--- config.mk ---
export PLATFORM = sky130hd
export DESIGN_NAME = busmaster_requester
export DESIGN_NICKNAME = d
export VERILOG_FILES = /design/src/rtl/breq_pkg.sv /design/src/rtl/breq_sync.sv /design/src/rtl/breq_fsm.sv /design/src/rtl/busmaster_requester.sv
export SDC_FILE = /design/constraint.sdc
export NUM_CORES = 1
export LEC_CHECK = 0
export BUFFER_PORTS_ARGS = -buffer_cell sky130_fd_sc_hd__buf_2
export CAP_MARGIN = 15
export CORE_AREA = 3 3 40 42
export CTS_BUF_LIST = sky130_fd_sc_hd__clkbuf_8
export DETAILED_ROUTE_END_ITERATION = 16
export DIE_AREA = 0 0 43 45
export GPL_TIMING_DRIVEN = 0
export HOLD_SLACK_MARGIN = 0.15
export PLACE_DENSITY = 0.68
export SETUP_SLACK_MARGIN = 0.3
export SYNTH_ARGS = -nofsm -noshare
export SYNTH_HDL_FRONTEND = slang
export SYNTH_SLANG_ARGS = --single-unit
--- constraint.sdc ---
create_clock -name clk -period 4.3 [get_ports clk]
set_input_delay 0.86 -clock clk [delete_from_list [all_inputs] [get_ports clk]]
set_output_delay 0.86 -clock clk [all_outputs]
set_load 0.01 [all_outputs]
--- src/rtl/breq_pkg.sv ---
package breq_pkg;
  typedef enum logic [2:0] {
    ST_IDLE  = 3'd0,
    ST_REQ   = 3'd1,
    ST_WAITB = 3'd2,
    ST_OWN   = 3'd3,
    ST_GAP   = 3'd4
  } breq_state_e;

  localparam int unsigned BUS_IN_W = 3;
  localparam int unsigned IDX_BG   = 2;
  localparam int unsigned IDX_AS   = 1;
  localparam int unsigned IDX_DTK  = 0;
endpackage

--- src/rtl/breq_sync.sv ---
module breq_sync #(
  parameter int unsigned W      = 3,
  parameter int unsigned STAGES = 2,
  parameter logic [W-1:0] RST_VAL = '1
) (
  input  logic         clk,
  input  logic         rst,
  input  logic [W-1:0] din,
  output logic [W-1:0] dout
);
  logic [W-1:0] stg [STAGES];

  for (genvar i = 0; i < STAGES; i++) begin : g_stage
    if (i == 0) begin : g_first
      always_ff @(posedge clk) begin
        if (rst) stg[0] <= RST_VAL;
        else     stg[0] <= din;
      end
    end else begin : g_next
      always_ff @(posedge clk) begin
        if (rst) stg[i] <= RST_VAL;
        else     stg[i] <= stg[i-1];
      end
    end
  end

  assign dout = stg[STAGES-1];
endmodule

--- src/rtl/breq_fsm.sv ---
module breq_fsm
  import breq_pkg::*;
#(
  parameter int unsigned IDLE_GAP = 1
) (
  input  logic        clk,
  input  logic        rst,
  input  logic        start,
  input  logic        xfer_done,
  input  logic        mode_3wire,
  input  logic        bg_act,
  input  logic        bus_free,
  output logic        br_n,
  output logic        bgack_n,
  output logic        owned,
  output logic        mode_q,
  output breq_state_e state_q
);
  localparam int unsigned CW = (IDLE_GAP < 2) ? 1 : $clog2(IDLE_GAP);
  localparam logic [CW-1:0] GAP_LOAD = CW'(IDLE_GAP - 1);

  breq_state_e   state_d;
  logic [CW-1:0] gap_cnt;
  logic          mode_d;

  always_comb begin
    state_d = state_q;
    unique case (state_q)
      ST_IDLE:  if (start) state_d = ST_REQ;
      ST_REQ:   if (bg_act) state_d = ST_WAITB;
      ST_WAITB: begin
        if (!bg_act)       state_d = ST_REQ;
        else if (bus_free) state_d = ST_OWN;
      end
      ST_OWN:   if (xfer_done) state_d = ST_GAP;
      ST_GAP:   if (gap_cnt == '0) state_d = ST_IDLE;
      default:  state_d = ST_IDLE;
    endcase
  end

  assign mode_d = (state_q == ST_IDLE && start) ? mode_3wire : mode_q;

  always_ff @(posedge clk) begin
    if (rst) begin
      state_q <= ST_IDLE;
      mode_q  <= 1'b0;
      gap_cnt <= '0;
      br_n    <= 1'b1;
      bgack_n <= 1'b1;
      owned   <= 1'b0;
    end else begin
      state_q <= state_d;
      mode_q  <= mode_d;
      if (state_d == ST_GAP && state_q != ST_GAP) gap_cnt <= GAP_LOAD;
      else if (state_q == ST_GAP && gap_cnt != '0) gap_cnt <= gap_cnt - 1'b1;
      br_n    <= !((state_d == ST_REQ) || (state_d == ST_WAITB) ||
                   (state_d == ST_OWN && !mode_d));
      bgack_n <= !(state_d == ST_OWN && mode_d);
      owned   <= (state_d == ST_OWN);
    end
  end
endmodule

--- src/rtl/busmaster_requester.sv ---
module busmaster_requester
  import breq_pkg::*;
#(
  parameter int unsigned SYNC_STAGES = 2,
  parameter int unsigned IDLE_GAP    = 1
) (
  input  logic clk,
  input  logic rst,
  input  logic mode_3wire,
  input  logic start,
  input  logic xfer_done,
  input  logic bg_n,
  input  logic as_n,
  input  logic dtack_n,
  output logic br_n,
  output logic bgack_n,
  output logic owned
);
  logic [BUS_IN_W-1:0] raw_in;
  logic [BUS_IN_W-1:0] sync_in;
  logic                bg_sync;
  logic                bus_free;
  logic                mode_q;
  breq_state_e         state_q;

  assign raw_in[IDX_BG]  = bg_n;
  assign raw_in[IDX_AS]  = as_n;
  assign raw_in[IDX_DTK] = dtack_n;

  breq_sync #(
    .W(BUS_IN_W), .STAGES(SYNC_STAGES), .RST_VAL('1)
  ) u_sync (
    .clk(clk), .rst(rst), .din(raw_in), .dout(sync_in)
  );

  assign bg_sync  = !sync_in[IDX_BG];
  assign bus_free = sync_in[IDX_AS] && sync_in[IDX_DTK];

  breq_fsm #(
    .IDLE_GAP(IDLE_GAP)
  ) u_fsm (
    .clk(clk), .rst(rst), .start(start), .xfer_done(xfer_done),
    .mode_3wire(mode_3wire), .bg_act(bg_sync), .bus_free(bus_free),
    .br_n(br_n), .bgack_n(bgack_n), .owned(owned), .mode_q(mode_q),
    .state_q(state_q)
  );
endmodule

Word level (Yosys, flattened, before mapping) --
Memory sizes are Yosys's and may differ from the RTL's. Cells that the tools add are included.
Storage, ports and cells: register bits 8, latch bits 0, memory bits (writable) 6, memory bits (read-only) 0, memories 1
Memories:
- u_sync.stg | depth 2, width 3, read ports 2, clocked after memory_dff 0, write ports 2, line breq_sync.sv:11 | logic [W-1:0] stg [STAGES];
Operators by class: add/sub/neg operators 1, $mul 0, div/mod/pow operators 0, magnitude comparators 0, equality and inequality tests 9, shift operators 0, mux-type cells 13, bitwise operators 2, reduce and logical (&&, ||, !) cells 13
Operators with widths (number):
- $mux W3 | 8
- $pmux W3 S5 | 1
- $eq A3 B2 Y1 const B | 4
- $eq A3 B1 Y1 const B | 2
- $eq A3 B3 Y1 const B | 2
- $logic_and A1 B1 Y1 | 6
- $mux W1 | 4
- $logic_not A1 Y1 | 3
- $logic_not A3 Y1 | 1
- $ne A3 B3 Y1 const B | 1
- $logic_or A1 B1 Y1 | 2
- $or A1 B1 Y1 | 2
- $reduce_or A2 Y1 | 1
- $sub A1 B1 Y1 const B | 1

Depth between registers and ports, before layout --
Gate-level depths: netlist (run 1).
depth after elaboration 8, mapped depth 5, mapped depth without buffers 4

By module --
From an unflattened synthesis (run 1), not the netlist that was laid out.
Unflattened totals: cells, all modules 48, area, all modules 521.8 µm²
By module, submodules not included:
- breq_fsm | instances 1, cells an instance 34, area an instance 354.1 µm², sequential area each 160.2 µm²
- breq_sync | instances 1, cells an instance 12, area an instance 157.7 µm², sequential area each 120.1 µm²
- busmaster_requester | instances 1, cells an instance 2, area an instance 10.0 µm², sequential area each 0.0 µm²

Worst setup path before layout (run 1) --
Ideal clock, no wire load.
path kind in2reg, start input port xfer_done, end register u_fsm.bgack_n, setup time 0.127 ns, arrival 1.799 ns, data required time 4.173 ns, path slack 2.374 ns, stages on the path 4, path buffers 0, cell sequence and4b_1 a311oi_2 nand2_1 or3_1
On the way: word-level cells in the longest chain between the ends 5
Ends and longest elaborated chain:
- from (decl) | line busmaster_requester.sv:11 | input logic xfer_done,
- $mux W3 | line breq_fsm.sv:35 | ST_OWN: if (xfer_done) state_d = ST_GAP;
- $pmux W3 S5 | line breq_fsm.sv:28 | unique case (state_q)
- $eq A3 B2 Y1 | line breq_fsm.sv:58 | bgack_n <= !(state_d == ST_OWN && mode_d);
- $logic_and A1 B1 Y1 | line breq_fsm.sv:58
- $logic_not A1 Y1 | line breq_fsm.sv:58
- to (signal assigned) | line breq_fsm.sv:58
- to (decl) | line breq_fsm.sv:14 | output logic bgack_n,
Every way passes these cells. A chain may end at the register's enable or synchronous reset.

Worst setup path in the final report (run 1) --
Ends and elaborated chain as after synthesis.

==> results.cfg, run 1 <==
[outcome]
status = complete, no violations

[logic_synthesis]
synth_cells = 50
async_flop_share_pct = 0
ys_ff_latch = 14
ys.flop_type = dfxtp_1
ys_warn_count = 0
syn_avg_cell_area_um2 = 11.0
ys_types = 26
ys_seq_area_share_pct = 50.8
syn_nets = 58
syn-cell-area_um2 = 552
synth-edff-count = 0

[floorplan]
die_width_um = 43
rows = 13
placeableCoreArea_um2 = 1280
num_io_pins = 11
die-area_um2 = 1940
start_util_pct = 42.9
die_h_um = 45

[finish]
antenna_cells = 0
drive_gt1_share_pct = 39.1
syn_to_final_growth_pct = 22.4
final_nets = 73

[placed_design]
place_ws_ps = 2140
io_buffer_count = 10
routabilityCongestion = 0.682

[global_route]
antenna_found_initial = 0
grtUsageTotal_pct = 10.9
gr-total-overflow = 0
grt_pass1_vias = 380
grt_pass1_wl_um = 1510
grt_max_degree = 10

[pwr]
p_switching_uw = 57.4
p_per_area_nw_per_um2 = 423
combPwrFrac_pct = 7.9
internal_power_uw = 228
seqPwrFrac_pct = 48.7
p_leak_nw = 0.283
clock_power_share_pct = 43.5
sw_frac_of_total_pct = 20.1
ir_drop_mv = 0.226

[clock_network]
clk_path_buf_depth = 2
postCtsSetupBuffers = 0
clock_latency_ps = 240
numClockSinks = 14
postCtsHoldBufs = 0
root_buffer = clkbuf_8
cts_buffers = 3
cts_tree = yes
cts-htree-levels = 1
cts.clk_slew.worst_paths_ps = 60
post_cts_resize_count = 0

[sta]
finalCritPeriodShare_pct = 44.3
drv_slew = 0
setup_viol = 0
rsz0062_at_grt = false
fin_ws_ps = 2400
fmax_mhz = 525
finalSetupTns_ps = 0
tightest_slew_ps = 427
post-route-min-period_ps = 1900
finClkSkew_ps = 0.631
hold_viol = 0
slew_headroom_pct = 71.1

[setup_path]
reg2regPathDepth = 5
r2r_start = u_fsm.state_q[2]
critPathKind = in -> reg
critical_path_required_ps = 4420
rrSetupSlack_ps = 2670
setup.worst_path.end_class = register
cp.arrival_ps = 2020
startpoint = xfer_done
startpoint_type = input port
critPathCapture = u_fsm.bgack_n
timing.rr.end = u_fsm.bgack_n
cp_max_fo = 4

[run]
max_cap_viol_count = 0

[drt]
wl_per_cell_um = 10.8
drc = 0
wirelength_um = 857
postRouteAntennaNets = 0
firstDrtPassIters = 2
vias_per_cell = 4.87
vias = 385
drtIter0Drc = 3

[hold_path]
hp-class = reg -> reg
holdPathStages = 1
how the worst min path moves through the flow:
stage                      from               end  slack (ps)
2_1_floorplan  u_sync.stg[0][0]  u_sync.stg[1][0]         390
3_3_place_gp   u_sync.stg[0][1]  u_sync.stg[1][1]         390
3_5_place_dp   u_sync.stg[0][1]  u_sync.stg[1][1]         390
4_1_cts        u_sync.stg[0][1]  u_sync.stg[1][1]         410
5_1_grt        u_sync.stg[0][0]  u_sync.stg[1][0]         420
6_report       u_sync.stg[0][1]  u_sync.stg[1][1]         410
synthesized netlist by cell type (2+ instances only):
cell     count  area, µm²
or2b_1       2       15.0
a21oi_1      2       10.0
nor2_1       4       15.0
or2_2        6       37.5
dfxtp_1     14        280
nand2_1      2       7.51
metal layers:
| layer | vias up | share of wire (%) | global-route usage, % |
|---|---|---|---|
| met5 | - | 0 | 0 |
| met4 | 0 | 1.9 | 9.04 |
| met3 | 2 | 5.6 | 3.59 |
| met2 | 8 | 44 | 18.0 |
| met1 | 172 | 48 | 11.3 |
| li1 | 203 | - | - |
cell usage in the layout (no fill, tap or decap), types with 2 or more instances in the layout:
cell	n
dfxtp_1	14
buf_2	10
or2_2	6
nor2_1	4
clkbuf_8	4
a21oi_1	2
or2b_1	2
nand2_1	2
sequential cells by signal, indices dropped and copies added (netlist names):
register and cells:
u_fsm.owned 1, u_fsm.mode_q 1, u_fsm.gap_cnt 1, u_fsm.br_n 1, u_fsm.state_q 3, u_sync.stg 6
u_fsm.bgack_n 1
cell families (layout without fill, tap and decap cells):
family | count (synthesis) | in the layout | share of synthesized area [%]
buf+inv | 2 | 16 | 2.72
simple gates | 25 | 25 | 31.5
mux | 2 | 2 | 3.85
xor+xnor | 1 | 1 | 1.59
compound gates | 6 | 6 | 9.52
flops | 14 | 14 | 50.8
metrics by stage:
stage	power, mW	instance area [µm²]	instances	hold slack, ps	utilization (%)
6_report	0.286	676	79	408	52.6
5_1_grt	0.298	676	79	421	52.6
4_1_cts	0.288	676	79	408	52.6
3_5_place_dp	0.165	621	75	395	48.3
3_3_place_gp	0.164	621	75	392	48.3
2_1_floorplan	0.157	552	50	389	-
layout make-up:
type,instances,area (µm²)
inverters,1,3.75
plain buffers,1,11.3
repair buffers,10,50.0
clock buffers,4,55.1
flip-flops and latches,14,280
fillers,125,609
multi-input cells,34,256
well taps,15,18.8
critical path: stages:
cell and delay, ps:
buf_2 110, and4b_1 220, a311oi_2 340, nand2_1 150, or3_1 350
power groups by stage:
stage	sequential, mW	combinational (mW)	clock [mW]
2_1_floorplan	0.142	0.0150	0
3_3_place_gp	0.142	0.0223	0
3_5_place_dp	0.142	0.0228	0
4_1_cts	0.139	0.0229	0.126
5_1_grt	0.140	0.0254	0.133
6_report	0.139	0.0225	0.124
Note: power is estimated with default switching activity, not from simulation.
==> run 2: changes to the inputs <==
--- a/config.mk
+++ b/config.mk
@@ -13,7 +13,7 @@
 export DIE_AREA = 0 0 43 45
 export GPL_TIMING_DRIVEN = 0
 export HOLD_SLACK_MARGIN = 0.15
-export PLACE_DENSITY = 0.68
+export PLACE_DENSITY = 0.7
 export SETUP_SLACK_MARGIN = 0.3
 export SYNTH_ARGS = -nofsm -noshare
 export SYNTH_HDL_FRONTEND = slang
==> constraint.sdc (replaced) <==
create_clock -name clk -period 1.55 [get_ports clk]
set_input_delay 0.31 -clock clk [delete_from_list [all_inputs] [get_ports clk]]
set_output_delay 0.31 -clock clk [all_outputs]
set_load 0.01 [all_outputs]
==> run 2 against run 1 <==
Compared with the run above:
- clock power grew to 2.7 times the previous value
- final cell count is 10% higher
- clock skew hardly changed
- sequential share of layout area is 4.8 points lower
- worst setup slack worse by 2400 ps
- die area stayed put
- sequential cell count stayed put
- combinational power grew to 3.9 times the previous value
- sequential power grew to 2.8 times the previous value
- critical endpoint unchanged
- non-clock buffer count is 8 higher
- via count is 9.6% higher
==> results.cfg, run 2 (synthesis results as in run 1) <==
[drt]
vias_per_cell = 4.85
wl_per_cell_um = 13.2
wirelength_um = 1150
drtIter0Drc = 7
postRouteAntennaNets = 0
firstDrtPassIters = 4
drc = 0
vias = 422

[global_route]
grt_pass1_vias = 407
gr-total-overflow = 0
grt_max_degree = 10
antenna_found_initial = 0
grtUsageTotal_pct = 12.3
grt_pass1_wl_um = 1680

[clock_network]
clock_latency_ps = 240
cts-htree-levels = 1
numClockSinks = 14
cts.clk_slew.worst_paths_ps = 50
root_buffer = clkbuf_8
cts_buffers = 3
postCtsHoldBufs = 0
cts_tree = yes
clk_path_buf_depth = 2

[finish]
drive_gt1_share_pct = 56.9
final_area_um2 = 787
antenna_cells = 0
reg.largest.list = u_sync.stg: 6 flops, u_fsm.state_q: 3 flops
largest_reg_flops = 6
regMostFlops = u_sync.stg
syn_to_final_growth_pct = 42.6
final_cell_mix = dfxtp_1 (11), buf_2 (10), buf_4 (7)
final_nets = 81
fin_util_pct = 61.2
final_common_cell = dfxtp_1
final_cells = 87

[placed_design]
placed_area_um2 = 631
place_inst = 75
routabilityCongestion = 0.687
dp_hpwl_um = 662
place_ws_ps = 7.17
io_buffer_count = 10

[hold_path]
hp-class = in -> reg

[pwr]
ir_drop_mv = 0.712
power_uw = 815
p_leak_nw = 0.325
p_per_area_nw_per_um2 = 1040

[setup_path]
critPathKind = reg -> reg
startpoint_type = register
critical_path_required_ps = 1670
cp.arrival_ps = 1630
setup.worst_path.end_class = register
cp_max_fo = 7

[sta]
hold_viol = 0
fin_ws_ps = 40.4
finClkSkew_ps = 1.07
whs_ps = 251
rsz0062_at_grt = true
slew_headroom_pct = 76.4
fmax_mhz = 662
finalSetupTns_ps = 0
finalCritPeriodShare_pct = 97.4
setup_viol = 0
tightest_slew_ps = 349
drv_slew = 0
post-route-min-period_ps = 1510

[floorplan]
start_util_pct = 42.9
die-area_um2 = 1940
die_width_um = 43
die_h_um = 45
rows = 13
placeableCoreArea_um2 = 1280
num_io_pins = 11

[outcome]
status = complete, no violations

[run]
max_cap_viol_count = 0
run 2: critical path: stages (launching register included):
cell     delay [ps]
dfxtp_2         310
buf_6           130
nor4b_4         340
buf_4           190
nor3_2           60
or3_1           370
run 2: power by group:
| group | switching (mW) | internal (mW) | total [mW] |
|---|---|---|---|
| logic | 0.0394 | 0.0487 | 0.0881 |
| clock network | 0.115 | 0.224 | 0.339 |
| registers | 0.0138 | 0.374 | 0.388 |
run 2: layout make-up:
cell class	count	area [µm²]
inverters	1	3.75
well taps	15	18.8
plain buffers	1	11.3
clock buffers	4	55.1
flip-flops and latches	14	289
fillers	107	498
repair buffers	18	114
multi-input cells	34	295
run 2: final timing paths:
path / start / to / slack (ps) / cells after the start
setup / recovery: u_fsm.state_q[2] / u_fsm.bgack_n / 40 / 5
hold / removal: as_n / u_sync.stg[0][1] / 250 / 2
setup reg to reg: u_fsm.state_q[2] / u_fsm.bgack_n / 40 / 5
hold reg to reg: u_sync.stg[0][1] / u_sync.stg[1][1] / 410 / 1
run 2: per-layer routing:
| metal | vias up | part of all wire, % | global-route usage [%] |
|---|---|---|---|
| li1 | 221 | - | - |
| met1 | 191 | 43 | 12.3 |
| met2 | 8 | 52 | 20.7 |
| met3 | 2 | 3.9 | 3.59 |
| met4 | 0 | 1.4 | 11.4 |
| met5 | - | 0 | 0 |
run 2: what timing repair did:
item,in CTS,in global routing
setup endpoints to repair,5,7
cloned,0,0
gates resized for setup,3,7
pin swaps,2,2
endpoints found under the hold margin,0,0
setup buffers,3,5
